File: config.mk
export PLATFORM = sky130hd
export DESIGN_NAME = spi_hreq_port
export DESIGN_NICKNAME = d
export VERILOG_FILES = /design/src/rtl/spi_hreq_pkg.sv /design/src/rtl/spi_hreq_sync.sv /design/src/rtl/spi_hreq_clkgen.sv /design/src/rtl/spi_hreq_shift.sv /design/src/rtl/spi_hreq_port.sv
export SDC_FILE = /design/constraint.sdc
export NUM_CORES = 1
export LEC_CHECK = 0
export ABC_AREA = 1
export BUFFER_PORTS_ARGS = -buffer_cell sky130_fd_sc_hd__buf_2
export CORE_ASPECT_RATIO = 1.75
export CORE_MARGIN = 4
export CORE_UTILIZATION = 30
export CTS_CLUSTER_SIZE = 10
export DETAILED_ROUTE_END_ITERATION = 16
export SYNTH_ARGS = -nofsm -noshare
export SYNTH_HDL_FRONTEND = slang
export SYNTH_SLANG_ARGS = --single-unit
File: constraint.sdc
create_clock -name clk -period 3.9 [get_ports clk]
set_input_delay 0.78 -clock clk [delete_from_list [all_inputs] [get_ports clk]]
set_output_delay 0.78 -clock clk [all_outputs]
set_load 0.01 [all_outputs]
File: src/rtl/spi_hreq_pkg.sv
package spi_hreq_pkg;
    typedef enum logic [2:0] {
        ST_IDLE,
        ST_SL_READY,
        ST_SL_SHIFT,
        ST_MS_WAIT,
        ST_MS_SHIFT,
        ST_DONE
    } port_state_t;
endpackage

File: src/rtl/spi_hreq_sync.sv
module spi_hreq_sync #(
    parameter int          W    = 1,
    parameter logic [W-1:0] INIT = '0
) (
    input  logic         clk,
    input  logic         rst_n,
    input  logic [W-1:0] d,
    output logic [W-1:0] q
);
    logic [W-1:0] s1, s2;

    always_ff @(posedge clk or negedge rst_n) begin
        if (!rst_n) begin
            s1 <= INIT;
            s2 <= INIT;
        end else begin
            s1 <= d;
            s2 <= s1;
        end
    end

    assign q = s2;
endmodule

File: src/rtl/spi_hreq_clkgen.sv
module spi_hreq_clkgen #(
    parameter int HALF_DIV = 4
) (
    input  logic clk,
    input  logic rst_n,
    input  logic run,
    output logic sck,
    output logic rise,
    output logic fall
);
    localparam int DW = (HALF_DIV > 1) ? $clog2(HALF_DIV) : 1;

    logic [DW-1:0] div_cnt;
    logic          tick;

    assign tick = run && (div_cnt == DW'(HALF_DIV - 1));
    assign rise = tick && !sck;
    assign fall = tick && sck;

    always_ff @(posedge clk or negedge rst_n) begin
        if (!rst_n) begin
            div_cnt <= '0;
            sck     <= 1'b0;
        end else if (!run) begin
            div_cnt <= '0;
            sck     <= 1'b0;
        end else if (tick) begin
            div_cnt <= '0;
            sck     <= ~sck;
        end else begin
            div_cnt <= div_cnt + 1'b1;
        end
    end
endmodule

File: src/rtl/spi_hreq_shift.sv
module spi_hreq_shift #(
    parameter int W = 8
) (
    input  logic         clk,
    input  logic         rst_n,
    input  logic         load,
    input  logic [W-1:0] load_val,
    input  logic         adv,
    input  logic         samp,
    input  logic         din,
    output logic         tx_bit,
    output logic [W-1:0] rx_val
);
    logic [W-1:0] txr, rxr;

    always_ff @(posedge clk or negedge rst_n) begin
        if (!rst_n) begin
            txr <= '0;
            rxr <= '0;
        end else begin
            if (load)
                txr <= load_val;
            else if (adv)
                txr <= {txr[W-2:0], 1'b0};
            if (samp)
                rxr <= {rxr[W-2:0], din};
        end
    end

    assign tx_bit = txr[W-1];
    assign rx_val = rxr;
endmodule

File: src/rtl/spi_hreq_port.sv
module spi_hreq_port #(
    parameter int WORD_W   = 8,
    parameter int HALF_DIV = 4
) (
    input  logic              clk,
    input  logic              rst_n,
    input  logic              cfg_master,
    input  logic [1:0]        cfg_hreq_en,
    input  logic [WORD_W-1:0] tx_word,
    input  logic              tx_load,
    output logic [WORD_W-1:0] rx_word,
    output logic              rx_valid,
    input  logic              err_clr,
    output logic              bus_err,
    input  logic              sck_i,
    output logic              sck_o,
    input  logic              mosi_i,
    output logic              mosi_o,
    input  logic              miso_i,
    output logic              miso_o,
    output logic              miso_oe,
    input  logic              ss_n,
    input  logic              hreq_i,
    output logic              hreq_o,
    output logic              hreq_oe
);
    import spi_hreq_pkg::*;

    localparam int CW = $clog2(WORD_W + 1);

    port_state_t       state, nxt;
    logic [2:0]        pin_q;
    logic              sck_prev;
    logic              s_rise, s_fall, ss_on, hreq_low, hs_on;
    logic              m_run, m_rise, m_fall;
    logic              samp, adv, din, load_word, tx_bit;
    logic [CW-1:0]     bit_cnt;
    logic [WORD_W-1:0] rx_val;

    // bit 0: SCK, bit 1: slave select, bit 2: host-request
    spi_hreq_sync #(.W(3), .INIT(3'b110)) u_sync (
        .clk  (clk),
        .rst_n(rst_n),
        .d    ({hreq_i, ss_n, sck_i}),
        .q    (pin_q)
    );

    spi_hreq_clkgen #(.HALF_DIV(HALF_DIV)) u_clkgen (
        .clk  (clk),
        .rst_n(rst_n),
        .run  (m_run),
        .sck  (sck_o),
        .rise (m_rise),
        .fall (m_fall)
    );

    spi_hreq_shift #(.W(WORD_W)) u_shift (
        .clk     (clk),
        .rst_n   (rst_n),
        .load    (load_word),
        .load_val(tx_word),
        .adv     (adv),
        .samp    (samp),
        .din     (din),
        .tx_bit  (tx_bit),
        .rx_val  (rx_val)
    );

    always_ff @(posedge clk or negedge rst_n) begin
        if (!rst_n) sck_prev <= 1'b0;
        else        sck_prev <= pin_q[0];
    end

    assign s_rise    = pin_q[0] & ~sck_prev;
    assign s_fall    = ~pin_q[0] & sck_prev;
    assign ss_on     = ~pin_q[1];
    assign hreq_low  = ~pin_q[2];
    assign hs_on     = |cfg_hreq_en;
    assign din       = cfg_master ? miso_i : mosi_i;
    assign load_word = (state == ST_IDLE) && tx_load;
    assign m_run     = (state == ST_MS_SHIFT);

    always_comb begin
        if (cfg_master) begin
            samp = (state == ST_MS_SHIFT) && m_rise;
            adv  = (state == ST_MS_SHIFT) && m_fall;
        end else begin
            samp = ((state == ST_SL_READY) || (state == ST_SL_SHIFT)) && s_rise && ss_on;
            adv  = (state == ST_SL_SHIFT) && s_fall && ss_on;
        end
    end

    // state register
    always_ff @(posedge clk or negedge rst_n) begin
        if (!rst_n) state <= ST_IDLE;
        else        state <= nxt;
    end

    // transitions
    always_comb begin
        nxt = state;
        unique case (state)
            ST_IDLE:     if (tx_load) nxt = cfg_master ? ST_MS_WAIT : ST_SL_READY;
            ST_SL_READY: if (samp) nxt = ST_SL_SHIFT;
            ST_SL_SHIFT: if (samp && bit_cnt == CW'(WORD_W - 1)) nxt = ST_DONE;
            ST_MS_WAIT:  if (!bus_err && (!hs_on || hreq_low)) nxt = ST_MS_SHIFT;
            ST_MS_SHIFT: if (m_fall && bit_cnt == CW'(WORD_W)) nxt = ST_DONE;
            ST_DONE:     nxt = ST_IDLE;
            default:     nxt = ST_IDLE;
        endcase
    end

    always_ff @(posedge clk or negedge rst_n) begin
        if (!rst_n)                 bit_cnt <= '0;
        else if (state == ST_IDLE)  bit_cnt <= '0;
        else if (samp)              bit_cnt <= bit_cnt + 1'b1;
    end

    always_ff @(posedge clk or negedge rst_n) begin
        if (!rst_n)                      bus_err <= 1'b0;
        else if (cfg_master && ss_on)    bus_err <= 1'b1;
        else if (err_clr)                bus_err <= 1'b0;
    end

    always_ff @(posedge clk or negedge rst_n) begin
        if (!rst_n) begin
            rx_valid <= 1'b0;
            rx_word  <= '0;
        end else begin
            rx_valid <= (state == ST_DONE);
            if (state == ST_DONE) rx_word <= rx_val;
        end
    end

    // outputs
    always_comb begin
        hreq_oe = rst_n & ~cfg_master & hs_on;
        hreq_o  = (state != ST_SL_READY);
        miso_oe = rst_n & ~cfg_master & ~ss_n;
        miso_o  = tx_bit;
        mosi_o  = tx_bit;
    end
endmodule

== After elaboration in Yosys (flattened, before gate mapping) ==
Index checks and enable logic that the tools add are counted.
Widths: inputs -> output; s select.
Storage, ports and cells
  word-level logic and storage cells: 86
  output and inout bits: 16
  register bits: 43
  bits of input ports: 20
Cells by class
  bitwise gates (word level): 12
  multiplexer cells: 20
  add/sub/neg operators: 2
  equal/unequal tests: 15
  reductions and logical operators: 25
Operator list (number)
  $mux 8: 2
  $mux 3: 5
  $pmux 3 s5: 1
  $logic_and 1x1->1: 14
  $ne 2x2->1 const B: 5
  $mux 4: 2
  $mux 1: 7
  $not 1->1: 7
  $eq 3x2->1 const B: 2
  $eq 3x3->1 const B: 2
  $mux 2: 3
  $reduce_bool 2->1: 3
  $and 1x1->1: 5
  $reduce_and 5->1: 1
  $add 4x1->4 const B: 1
  $eq 4x3->1 const B: 1
  $eq 4x4->1 const B: 1
  $eq 3x1->1 const B: 1
  $logic_not 1->1: 3
  $logic_not 3->1: 1
  $ne 3x1->1 const B: 1
  $add 2x1->2 const B: 1
  $eq 2x2->1 const B: 1
  $logic_or 1x1->1: 2
  2 further kinds: 2

== Depth between registers and ports, before layout ==
Gate-level depths: netlist of run 1.
  word-level depth: 8
  mapped depth: 9
  depth with buffers taken out: 9

== Modules after synthesis ==
From an unflattened synthesis of run 1, not the netlist that was laid out.
Second synthesis, totals
  cell total of the unflattened synthesis: 225
  area total of the unflattened synthesis: 1979.4 um^2
Modules (own cells, without submodules)
  spi_hreq_port: seq. area each 450.4 um^2, cells each 130, area an instance 1012.2 um^2, times used 1
  spi_hreq_shift: seq. area each 400.4 um^2, cells each 73, area an instance 676.9 um^2, times used 1
  spi_hreq_sync: seq. area each 155.1 um^2, cells each 6, area an instance 155.1 um^2, times used 1
  spi_hreq_clkgen: seq. area each 75.1 um^2, cells each 16, area an instance 135.1 um^2, times used 1

== Worst setup path after synthesis of run 1 ==
Ideal clock, no wire load.
  path type: input -> output
  start: input port rst_n
  end: output port hreq_oe
  stages: 2
  arrival: 1.102 ns
  path buffers: 0
  data required time: 3.120 ns
  slack: 2.018 ns
  cells stage by stage: inv_1 nor3_1
Between the ends
  cells in the longest elaborated chain, start to end: 2
Ends and longest elaborated chain
  start, declared: line spi_hreq_port.sv:6  | input logic rst_n,
  $and 1x1->1 (2 in a row): line spi_hreq_port.sv:137  | hreq_oe = rst_n & ~cfg_master & hs_on;
  end, declared: line spi_hreq_port.sv:25  | output logic hreq_oe
Every way passes these cells.

== Worst setup path in the final report of run 1 ==
  start: input port cfg_master
  end: output port hreq_oe
Between the ends
  cells in the longest elaborated chain, start to end: 3
Ends and longest elaborated chain
  start, declared: line spi_hreq_port.sv:7  | input logic cfg_master,
  $not 1->1: line spi_hreq_port.sv:137
  $and 1x1->1 (2 in a row): line spi_hreq_port.sv:137
Every way passes these cells.

==> load_flow_metrics.sql, run 1 <==
INSERT INTO impl_metrics (metric_group, metric, value, unit) VALUES
('run_status', 'status', 'completed', ''),
('placement', 'placed_cell_area', '0.002288', 'mm^2'),
('floorplan', 'fp.dieArea', '0.008321', 'mm^2'),
('route', 'drt_pass1_iterations', '4', ''),
('critical_path', 'critical_path.cell_chain', 'buf_2, nor3_1, buf_2', ''),
('timing', 'slew_headroom', '63.99', '%'),
('power_and_ir_drop', 'power.switching_fraction', '36.75', '%'),
('floorplan', 'row_count', '39', ''),
('placement', 'placement.io_buffers', '35', ''),
('critical_path', 'worstSetupPathType', 'primary input to primary output', ''),
('route', 'detailedRoute.firstIterationViolations', '84', ''),
('power_and_ir_drop', 'switchingPower', '627.0', 'uW'),
('power_and_ir_drop', 'peakVddDrop', '266.6', 'uV'),
('critical_path', 'cp_data_required_time', '3.12', 'ns'),
('timing', 'final_period_minus_worst_setup_slack', '2.018', 'ns'),
('critical_path', 'critical_path_peak_fanout', '6', ''),
('floorplan', 'placeable_core_region', '0.006588', 'mm^2'),
('logic_synthesis', 'synth_cells', '221', ''),
('timing', 'worst_slew_pin_slew', '0.5395', 'ns'),
('clocking', 'cts-resized-gates', '0', ''),
('power_and_ir_drop', 'power.share.combinational', '35.9', '%'),
('clocking', 'cts.sink_count', '43', ''),
('route', 'vias', '1514', ''),
('timing', 'hold_violation_count_in_the_final_report', '0', ''),
('clocking', 'htree_levels', '2', ''),
('logic_synthesis', 'synth_flop_type', 'sky130_fd_sc_hd__dfrtp_1', ''),
('cells_and_area', 'final_util', '36.92', '%'),
('timing', 'fin_crit_sh', '51.74', '%'),
('global_routing', 'grt.overflow.total', '0', ''),
('power_and_ir_drop', 'sequential_share_of_power', '40.5', '%'),
('floorplan', 'i_o_pin_count', '36', ''),
('route', 'per_cell_routed_wire_length', '11.49', 'um'),
('cells_and_area', 'final_nets', '281', ''),
('global_routing', 'globalRouteTotalUtil', '10.30', '%'),
('cells_and_area', 'fill_cells', '682', ''),
('logic_synthesis', 'mappedNetlistNets', '244', ''),
('critical_path', 'critical_path_arrival', '1.24', 'ns'),
('global_routing', 'grt_antenna_before_repair', '0', ''),
('logic_synthesis', 'synth_area_per_cell', '9.336', 'um^2'),
('critical_path', 'crit_slowest_cell', 'sky130_fd_sc_hd__nor3_1', ''),
('critical_path', 'worst_r2r_startpoint', 'state[1]', ''),
('power_and_ir_drop', 'pwr_density_cell', '701.4', 'mW/mm^2'),
('global_routing', 'first_global_vias', '1519', ''),
('logic_synthesis', 'synthMostInstantiatedCell', 'sky130_fd_sc_hd__nand2_1', ''),
('critical_path', 'cp_slowest_stage_delay', '0.17', 'ns'),
('clocking', 'cts_buffer_depth', '2', ''),
('critical_path', 'crit_path_start_kind', 'primary input', ''),
('logic_synthesis', 'synth.largest_area_cell', 'sky130_fd_sc_hd__dfrtp_1', ''),
('flow_run', 'maxCapViolCount', '0', ''),
('placement', 'place_congestion', '0.8024', ''),
('logic_synthesis', 'synth-seq-cells', '43', ''),
('power_and_ir_drop', 'p_leak', '0.001200', 'uW'),
('cells_and_area', 'fraction_of_final_layout_cells_with_drive_strength_greater_than_1', '31.78', '%'),
('logic_synthesis', 'synth.cell_area', '0.002063', 'mm^2'),
('logic_synthesis', 'synth-edff-count', '0', ''),
('global_routing', 'grt_start_max_net_pins', '44', ''),
('clocking', 'clkLatencyLatePin', '0.28', 'ns'),
('logic_synthesis', 'ys_async_sr_fraction', '100.0', '%'),
('critical_path', 'crit_buf_inv', '2', ''),
('clocking', 'path_clk_slew', '0.06', 'ns'),
('power_and_ir_drop', 'power_report.internal_total', '1079', 'uW'),
('cells_and_area', 'antenna_cells_inserted', '0', ''),
('route', 'drc_errors', '0', ''),
('timing', 'max_freq', '495.6', 'MHz'),
('route', 'totalWireLength', '3905', 'um'),
('cells_and_area', 'final_design_area_no_fill', '0.002432', 'mm^2'),
('clocking', 'post-cts-setup-buffer-count', '0', ''),
('global_routing', 'grt_pass1_wl', '6865', 'um'),
('logic_synthesis', 'netlist.area_leader.share', '47.30', '%'),
('floorplan', 'die_h', '117.7', 'um'),
('placement', 'post-dp-hpwl', '2968', 'um');
-- cell families after synthesis --
group / share of synthesized area [%]
and+or+nand+nor: 22.80
DFF: 52.40
AOI/OAI and AO/OA: 13.28
buffers and inverters: 9.278
adders and majority gates: 1.819
xor gates and xnor gates: 0.4246
-- worst register-to-register path, stage by stage, from the launching register on --
cell	delay [ns]
sky130_fd_sc_hd__dfrtp_1	0.51
sky130_fd_sc_hd__nor2_4	0.27
sky130_fd_sc_hd__nand4_2	0.17
sky130_fd_sc_hd__nand2_2	0.33
sky130_fd_sc_hd__nand2_1	0.09
sky130_fd_sc_hd__a21oi_1	0.13
sky130_fd_sc_hd__nand2_1	0.06
-- layer usage --
| layer | part of all wire, % | global-route usage, % |
|---|---|---|
| met4 | 3.0 | 5.882 |
| met3 | 5.5 | 2.308 |
| met5 | 0 | 0 |
| met2 | 49 | 17.09 |
| met1 | 42 | 11.92 |
-- power by group through the flow --
stage,Sequential [uW],Combinational [uW],Clock [uW]
2_1_floorplan,705,468,0
3_3_place_gp,694,610,0
3_5_place_dp,699,627,0
4_1_cts,692,626,417
5_1_grt,716,707,440
6_report,691,613,402
-- metrics by stage --
stage               cells  setup WS [ns]  hold WS, ns
floorplan             221          2.018       0.3312
global placement      333          1.873       0.3345
detailed placement    333          1.843       0.3405
CTS                   340          1.873       0.3535
global route          340          1.795       0.3541
finish                340          1.882       0.3508
-- cells in the final DEF, fill, tap and decap left out, types with 4 or more instances in the layout --
master | synthesis | layout
sky130_fd_sc_hd__nand2_2 | 5 | 5
sky130_fd_sc_hd__dfrtp_1 | 39 | 39
sky130_fd_sc_hd__nand2_1 | 42 | 42
sky130_fd_sc_hd__clkbuf_16 | 0 | 5
sky130_fd_sc_hd__inv_2 | 4 | 4
sky130_fd_sc_hd__o21ai_0 | 6 | 6
sky130_fd_sc_hd__buf_2 | 0 | 35
sky130_fd_sc_hd__o21ai_2 | 13 | 13
sky130_fd_sc_hd__dfstp_2 | 4 | 4
sky130_fd_sc_hd__o21ai_1 | 8 | 8
sky130_fd_sc_hd__a21oi_1 | 10 | 10
sky130_fd_sc_hd__nor2_1 | 16 | 16
sky130_fd_sc_hd__inv_1 | 31 | 31
sky130_fd_sc_hd__nand3_1 | 11 | 11
-- registers in the layout (all words and copies together) (netlist names), 2 cells and up --
register          cells
u_clkgen.div_cnt      2
u_sync.s1             3
bit_cnt               4
u_shift.txr           8
rx_word               8
state                 3
u_shift.rx_val        8
u_sync.q              3
-- worst paths after layout --
kind	end	slack (ns)	cells past startpoint
setup / recovery	hreq_oe	1.88	3
hold / removal	u_sync.q[0]	0.35	0
setup reg to reg	state[1]	2.24	6
hold reg to reg	u_sync.q[0]	0.35	0
max in group asynchronous	u_sync.q[2]	2.93	2
min in group asynchronous	u_shift.txr[6]	0.61	2
-- area by class of cell --
type	count	area, um^2	area share, %
multi-input combinational	137	790.8	32.51
sequential	43	1081	44.44
clock buffer	6	138.9	5.710
tap	82	102.6	4.218
timing repair buffer	36	182.7	7.510
clock inverter	1	5.005	0.2058
inverter	35	131.4	5.401
Power figures use the tool's default switching activity.
==> inputs of run 2 (changes only) <==
--- a/config.mk
+++ b/config.mk
@@ -5,7 +5,7 @@
 export SDC_FILE = /design/constraint.sdc
 export NUM_CORES = 1
 export LEC_CHECK = 0
-export ABC_AREA = 1
+export ABC_AREA = 0
 export BUFFER_PORTS_ARGS = -buffer_cell sky130_fd_sc_hd__buf_2
 export CORE_ASPECT_RATIO = 1.75
 export CORE_MARGIN = 4
==> constraint.sdc (replaced) <==
create_clock -name clk -period 1.9 [get_ports clk]
set_input_delay 0.38 -clock clk [delete_from_list [all_inputs] [get_ports clk]]
set_output_delay 0.38 -clock clk [all_outputs]
set_load 0.01 [all_outputs]
==> run 2 against run 1 <==
Against the previous run: sequential cell count unchanged; worst hold slack worse by 0.17 ns; sequential power up 87%; final area down 4.3%; clock power up 82%; non-clock buffer count up 10; global-route usage up 1.2 points; register-to-register slack worse by 2.2 ns; wire length up 1.9%; combinational power up 35%; die area down 6.7%; core utilization up 0.73 points; critical path type is now register to register; critical endpoint is now bit_cnt[0]; largest cell class unchanged.
==> load_flow_metrics.sql, run 2 <==
INSERT INTO impl_metrics (metric_group, metric, value, unit) VALUES
('global_routing', 'globalRouteTotalUtil', '11.49', '%'),
('critical_path', 'crit_slowest_cell', 'sky130_fd_sc_hd__dfstp_2', ''),
('run_status', 'status', 'completed', ''),
('placement', 'placement.io_buffers', '35', ''),
('worst_hold_path', 'worst_hold_path_type', 'primary input to register', ''),
('route', 'totalWireLength', '3980', 'um'),
('floorplan', 'placeable_core_region', '0.006181', 'mm^2'),
('logic_synthesis', 'yosys.area_share.xor_xnor', '1.768', '%'),
('floorplan', 'i_o_pin_count', '36', ''),
('logic_synthesis', 'multiplexer_fraction_of_the_synthesized_cell_area', '6.221', '%'),
('route', 'detailedRoute.firstIterationViolations', '74', ''),
('route', 'drc_errors', '0', ''),
('clocking', 'htree_levels', '2', ''),
('logic_synthesis', 'synth.largest_area_cell', 'sky130_fd_sc_hd__dfrtp_1', ''),
('placement', 'post-dp-hpwl', '2973', 'um'),
('logic_synthesis', 'yosysSeqAreaShare', '56.58', '%'),
('logic_synthesis', 'synth-adder-area-share', '1.965', '%'),
('global_routing', 'grt_start_max_net_pins', '44', ''),
('cells_and_area', 'syn2layout_area_growth', '21.81', '%'),
('cells_and_area', 'most_common_cell_after_layout_fill_and_taps_aside', 'sky130_fd_sc_hd__dfrtp_1', ''),
('cells_and_area', 'fraction_of_final_layout_cells_with_drive_strength_greater_than_1', '32.71', '%'),
('critical_path', 'critical_path.cell_chain', 'nor4_2, and2_4, a2bb2oi_2, buf_4, xnor2_1, nor2_1', ''),
('floorplan', 'row_count', '38', ''),
('logic_synthesis', 'synth_flop_type', 'sky130_fd_sc_hd__dfrtp_1', ''),
('clocking', 'cts_tree', 'done', ''),
('logic_synthesis', 'synth_cells', '168', ''),
('logic_synthesis', 'yosys_warnings', '0', ''),
('critical_path', 'critical_path_arrival', '2.04', 'ns'),
('critical_path', 'cp_data_required_time', '2.09', 'ns'),
('timing', 'slew_headroom', '58.14', '%'),
('cells_and_area', 'fill_cells', '646', ''),
('logic_synthesis', 'synth_area_per_cell', '11.37', 'um^2'),
('global_routing', 'first_global_vias', '1403', ''),
('route', 'route.antenna.remaining_nets', '0', ''),
('route', 'drt_pass1_iterations', '4', ''),
('clocking', 'cts_made_buffers', '5', ''),
('clocking', 'cts-hold-fix-buffers', '0', ''),
('logic_synthesis', 'mappedNetlistNets', '191', ''),
('clocking', 'clock-root-buffer', 'sky130_fd_sc_hd__clkbuf_8', ''),
('critical_path', 'crit_path_start_kind', 'register', ''),
('critical_path', 'worstSetupPathType', 'register to register', ''),
('global_routing', 'grt_antenna_before_repair', '0', ''),
('power_and_ir_drop', 'peakVddDrop', '404.8', 'uV'),
('placement', 'placed_cells_incl_taps', '286', ''),
('timing', 'final_period_minus_worst_setup_slack', '1.846', 'ns'),
('logic_synthesis', 'synthMostInstantiatedCell', 'sky130_fd_sc_hd__dfrtp_1', ''),
('cells_and_area', 'final_nets', '236', ''),
('route', 'per_cell_routed_wire_length', '13.54', 'um'),
('logic_synthesis', 'fraction_of_the_mapped_netlist_area_in_compound_gates', '10.94', '%'),
('global_routing', 'grt.overflow.total', '0', ''),
('timing', 'max_freq', '541.6', 'MHz'),
('cells_and_area', 'final_design_area_no_fill', '0.002327', 'mm^2'),
('route', 'vias', '1368', ''),
('clocking', 'clkLatencyLatePin', '0.30', 'ns'),
('critical_path', 'kind_of_end_point_of_the_critical_path', 'register', ''),
('floorplan', 'die_width', '68.33', 'um'),
('floorplan', 'die_h', '113.6', 'um'),
('logic_synthesis', 'ys_async_sr_fraction', '100.0', '%'),
('power_and_ir_drop', 'p_leak', '0.001140', 'uW'),
('logic_synthesis', 'synth_commonest_cells', 'sky130_fd_sc_hd__dfrtp_1, sky130_fd_sc_hd__nand2_1, sky130_fd_sc_hd__inv_1, sky130_fd_sc_hd__nor2_1, sky130_fd_sc_hd__o21ai_0', ''),
('clocking', 'cts-resized-gates', '0', ''),
('logic_synthesis', 'synth-edff-count', '0', ''),
('logic_synthesis', 'synth.cell_area', '0.001911', 'mm^2'),
('logic_synthesis', 'synth-seq-cells', '43', ''),
('timing', 'worst_slew_pin_slew', '0.6273', 'ns'),
('clocking', 'post-cts-setup-buffer-count', '0', ''),
('timing', 'timing_max_transition_violations_final', '0', ''),
('critical_path', 'critical_path_peak_fanout', '12', ''),
('floorplan', 'fp.dieArea', '0.007760', 'mm^2'),
('logic_synthesis', 'synth.area.top_cells', 'sky130_fd_sc_hd__dfrtp_1, sky130_fd_sc_hd__nand2_1, sky130_fd_sc_hd__dfstp_2', ''),
('cells_and_area', 'antenna_cells_inserted', '0', ''),
('logic_synthesis', 'main_combinational_cell_family_by_area_after_synthesis', 'simple AND/OR/NAND/NOR gates', ''),
('cells_and_area', 'most_used_cells_in_the_layout_excluding_fill_and_tap_cells', 'sky130_fd_sc_hd__dfrtp_1, sky130_fd_sc_hd__buf_2, sky130_fd_sc_hd__nand2_1', ''),
('clocking', 'path_clk_slew', '0.08', 'ns'),
('cells_and_area', 'post_layout_nonfiller_instances', '294', ''),
('floorplan', 'start_util', '30.91', '%'),
('timing', 'worst_clock_skew', '0.007265', 'ns'),
('logic_synthesis', 'count_of_distinct_cell_types_in_the_synthesized_netlist', '45', ''),
('route', 'post_drt_via_cell_ratio', '4.653', ''),
('logic_synthesis', 'netlist.area_leader.share', '51.08', '%'),
('flow_run', 'maxCapViolCount', '0', ''),
('power_and_ir_drop', 'total_power', '2848', 'uW'),
('timing', 'report.final.setup_viol', '0', ''),
('timing', 'setup_repair_after_global_routing_missed_its_margin', 'true', ''),
('placement', 'placement.setup.worst_slack', '0.03163', 'ns'),
('timing', 'layout_setup_ws', '0.05362', 'ns'),
('timing', 'hold_violation_count_in_the_final_report', '0', ''),
('placement', 'place_congestion', '0.7520', ''),
('power_and_ir_drop', 'pwr_density_cell', '1224', 'mW/mm^2'),
('logic_synthesis', 'post_synth_and_or_nand_nor_area_fraction', '17.88', '%'),
('cells_and_area', 'final_util', '37.65', '%'),
('critical_path', 'cp_slowest_stage_delay', '0.57', 'ns'),
('clocking', 'cts.sink_count', '43', ''),
('placement', 'placed_cell_area', '0.002210', 'mm^2'),
('clocking', 'cts_buffer_depth', '2', ''),
('global_routing', 'grt_pass1_wl', '6499', 'um'),
('timing', 'fin_crit_sh', '97.18', '%');
-- run 2: cell types whose count changed after synthesis, sizes merged, moves of 4 or more --
cell / delta
nor2: -11
nand2: -17
a221o: +6
a21oi: -9
mux2: +7
nor3b: +7
mux2i: +4
o21ai: -17
inv: -28
nand3: -15
-- run 2: area by class of cell --
class	count	area, um^2	share of cell area [%]
clock buffers	6	82.58	3.548
flip-flops and latches	43	1081	46.45
well taps	80	100.1	4.301
clock inverters	2	35.03	1.505
inverters	8	30.03	1.290
multi-input cells	109	740.7	31.83
repair buffers	46	257.7	11.08
-- run 2: logic make-up (layout without fill, tap and decap cells) --
family	count (synthesis)	count (layout)
xor+xnor	3	3
mux	11	11
compound gates	27	27
simple gates	65	65
flops	43	43
fa+ha+maj	3	3
buf+inv	16	62
-- run 2: power by group --
group          switching [uW]  internal (uW)
Sequential                158           1130
Combinational             419            409
Clock                     306            425
Total                     883           1970
-- run 2: per-stage QoR --
step / hold slack (ns) / setup TNS [ns]
global placement: 0.3407 / 0
detailed placement: 0.3425 / 0
global route: 0.1619 / -0.4161
finish: 0.1784 / 0
CTS: 0.1599 / 0
floorplan: 0.08441 / 0
-- run 2: path summary, 6_finish.rpt --
path,startpoint,to,slack [ns],depth (start not counted)
max in group asynchronous,rst_n,u_sync.s1[1],1.32,2
setup reg to reg,u_sync.q[1],bit_cnt[0],0.05,6
setup / recovery,u_sync.q[1],bit_cnt[0],0.05,6
min in group asynchronous,rst_n,bit_cnt[2],0.19,2
hold reg to reg,u_sync.s1[1],u_sync.q[1],0.35,0
hold / removal,hreq_i,u_sync.s1[2],0.18,1
-- run 2: routing by layer --
metal	track usage (%)	vias up	share of wire [%]	wire length [um]
met4	7.968	0	3.8	150
li1	-	672	-	-
met1	12.64	660	39	1563
met2	18.81	28	53	2103
met3	2.660	8	4.1	162
met5	0	-	0	0
-- run 2: critical path: cells and delay by family (launching register included) --
family	cells	cell delay (ns)
compound gates	1	0.50
flops	1	0.57
buf+inv	1	0.24
xor+xnor	1	0.12
simple gates	3	0.29
==> inputs of run 3 (changes only) <==
--- a/config.mk
+++ b/config.mk
@@ -12,6 +12,7 @@
 export CORE_UTILIZATION = 30
 export CTS_CLUSTER_SIZE = 10
 export DETAILED_ROUTE_END_ITERATION = 16
+export PLACE_DENSITY_LB_ADDON = 0.12
 export SYNTH_ARGS = -nofsm -noshare
 export SYNTH_HDL_FRONTEND = slang
 export SYNTH_SLANG_ARGS = --single-unit
==> run 3 against run 2 <==
Against the previous run: critical path depth rose by 1; global-route usage up 0.85 points; non-clock buffer count rose by 2; largest cell class unchanged; final area is 1.2% higher; combinational power grew 3.6%; die area unchanged; largest power group unchanged.
==> load_flow_metrics.sql, run 3 (same netlist as run 2, synthesis figures left out) <==
INSERT INTO impl_metrics (metric_group, metric, value, unit) VALUES
('run_status', 'status', 'completed', ''),
('timing', 'max_freq', '571.7', 'MHz'),
('critical_path', 'critical_path_peak_fanout', '14', ''),
('route', 'route.antenna.remaining_nets', '0', ''),
('flow_run', 'maxCapViolCount', '0', ''),
('cells_and_area', 'fraction_of_final_layout_cells_with_drive_strength_greater_than_1', '34.72', '%'),
('cells_and_area', 'final_design_area_no_fill', '0.002356', 'mm^2'),
('floorplan', 'die_h', '113.6', 'um'),
('clocking', 'clock-root-buffer', 'sky130_fd_sc_hd__clkbuf_8', ''),
('clocking', 'post-cts-setup-buffer-count', '0', ''),
('critical_path', 'worstSetupPathType', 'register to register', ''),
('route', 'per_cell_routed_wire_length', '14.93', 'um'),
('global_routing', 'grt.overflow.total', '0', ''),
('global_routing', 'grt_pass1_wl', '7093', 'um'),
('clocking', 'cts_buffer_depth', '2', ''),
('floorplan', 'i_o_pin_count', '36', ''),
('cells_and_area', 'final_nets', '238', ''),
('route', 'detailedRoute.firstIterationViolations', '30', ''),
('timing', 'setup_repair_after_global_routing_missed_its_margin', 'false', ''),
('route', 'totalWireLength', '4418', 'um'),
('global_routing', 'grt_antenna_before_repair', '0', ''),
('clocking', 'path_clk_slew', '0.09', 'ns'),
('route', 'post_drt_via_cell_ratio', '4.801', ''),
('worst_hold_path', 'worst_hold_path.num_cells', '1', ''),
('route', 'drt_pass1_iterations', '4', ''),
('timing', 'worst_slew_pin_slew', '0.5529', 'ns'),
('floorplan', 'row_count', '38', ''),
('critical_path', 'kind_of_end_point_of_the_critical_path', 'register', ''),
('timing', 'timing_max_transition_violations_final', '0', ''),
('timing', 'fin_crit_sh', '92.06', '%'),
('power_and_ir_drop', 'pwr_density_cell', '1227', 'mW/mm^2'),
('critical_path', 'cp_data_required_time', '2.08', 'ns'),
('cells_and_area', 'most_used_cells_in_the_layout_excluding_fill_and_tap_cells', 'sky130_fd_sc_hd__dfrtp_1, sky130_fd_sc_hd__buf_2, sky130_fd_sc_hd__nand2_1', ''),
('clocking', 'cts.sink_count', '43', ''),
('clocking', 'cts_made_buffers', '5', ''),
('worst_hold_path', 'worst_hold_path_type', 'primary input to register', ''),
('clocking', 'htree_levels', '2', ''),
('critical_path', 'critical_path_arrival', '1.93', 'ns'),
('cells_and_area', 'most_common_cell_after_layout_fill_and_taps_aside', 'sky130_fd_sc_hd__dfrtp_1', ''),
('power_and_ir_drop', 'peakVddDrop', '537.4', 'uV'),
('floorplan', 'placeable_core_region', '0.006181', 'mm^2'),
('placement', 'place_congestion', '0.7979', ''),
('timing', 'report.final.setup_viol', '0', ''),
('power_and_ir_drop', 'p_leak', '0.001150', 'uW'),
('route', 'vias', '1421', ''),
('global_routing', 'grt_start_max_net_pins', '44', ''),
('placement', 'post-dp-hpwl', '3300', 'um'),
('critical_path', 'crit_path_start_kind', 'register', ''),
('cells_and_area', 'syn2layout_area_growth', '23.31', '%'),
('cells_and_area', 'antenna_cells_inserted', '0', ''),
('critical_path', 'reg2regPathDepth', '7', ''),
('clocking', 'clkLatencyLatePin', '0.30', 'ns'),
('placement', 'placement.io_buffers', '35', ''),
('timing', 'hold_violation_count_in_the_final_report', '0', ''),
('floorplan', 'fp.dieArea', '0.007760', 'mm^2'),
('global_routing', 'globalRouteTotalUtil', '12.34', '%'),
('global_routing', 'first_global_vias', '1498', ''),
('timing', 'fin_setup_tns', '0', 'ns'),
('timing', 'slew_headroom', '63.14', '%'),
('placement', 'placed_cell_area', '0.002225', 'mm^2'),
('floorplan', 'die_width', '68.33', 'um'),
('timing', 'final_period_minus_worst_setup_slack', '1.749', 'ns'),
('clocking', 'cts_tree', 'done', ''),
('timing', 'worst_clock_skew', '0.01000', 'ns'),
('route', 'drc_errors', '0', ''),
('floorplan', 'start_util', '30.91', '%');
run 3: cell types whose count changed in the layout (fill, tap and decap cells not counted), sizes merged:
cell    change
clkinv      +1
buf         +2
clkbuf      -1
run 3: power breakdown:
part | switching, uW | total [uW] | internal (uW)
sequential | 176 | 1310 | 1140
combinational | 430 | 858 | 428
clock | 330 | 722 | 392
total | 936 | 2890 | 1950
run 3: what timing repair did:
action	in CTS	in global routing
hold buffers	0	0
setup endpoints to repair	1	7
gates resized for setup	1	4
cloned	0	0
run 3: worst max-delay path: stages (launching register included):
cell and delay (ns):
sky130_fd_sc_hd__dfrtp_2 0.49, sky130_fd_sc_hd__nor2_2 0.15, sky130_fd_sc_hd__nand4_1 0.18, sky130_fd_sc_hd__buf_4 0.19, sky130_fd_sc_hd__o21ai_2 0.12, sky130_fd_sc_hd__buf_6 0.17
sky130_fd_sc_hd__nor3b_1 0.06, sky130_fd_sc_hd__a221o_1 0.27
run 3: metal layers:
metal	vias to the layer above	routed length [um]	part of all wire (%)	GRT usage, %
met5	-	0	0	0
met4	0	91	2.1	6.109
met3	7	215	4.9	2.857
met2	31	2509	57	22.55
met1	705	1601	36	12.43
li1	678	-	-	-
run 3: cell type report:
class / instances / area [um^2]
fillers: 645 / 3825
flip-flops and latches: 43 / 1084
multi-input cells: 109 / 753.2
repair buffers: 48 / 276.5
well taps: 80 / 100.1
clock buffers: 5 / 68.82
clock inverters: 3 / 43.79
inverters: 8 / 30.03
run 3: path summary, 6_finish.rpt:
kind / from / endpoint / slack, ns
hold reg to reg: u_sync.s1[2] / u_sync.q[2] / 0.36
setup reg to reg: state[1] / u_shift.txr[5] / 0.15
min in group asynchronous: rst_n / u_clkgen.div_cnt[0] / 0.21
hold / removal: hreq_i / u_sync.s1[2] / 0.17
setup / recovery: state[1] / u_shift.txr[5] / 0.15
max in group asynchronous: rst_n / state[0] / 1.27
run 3: stage by stage:
stage	instances	hold WS, ns	util (%)	power, uW	setup slack [ns]
floorplan	168	0.08441	-	1854	0.3054
global placement	288	0.3456	35.99	2155	0.05869
detailed placement	288	0.3472	35.99	2172	0.01602
CTS	296	0.1559	38.00	2918	0.0007998
global route	296	0.1532	38.12	3077	0.02506
finish	296	0.1667	38.12	2891	0.1509
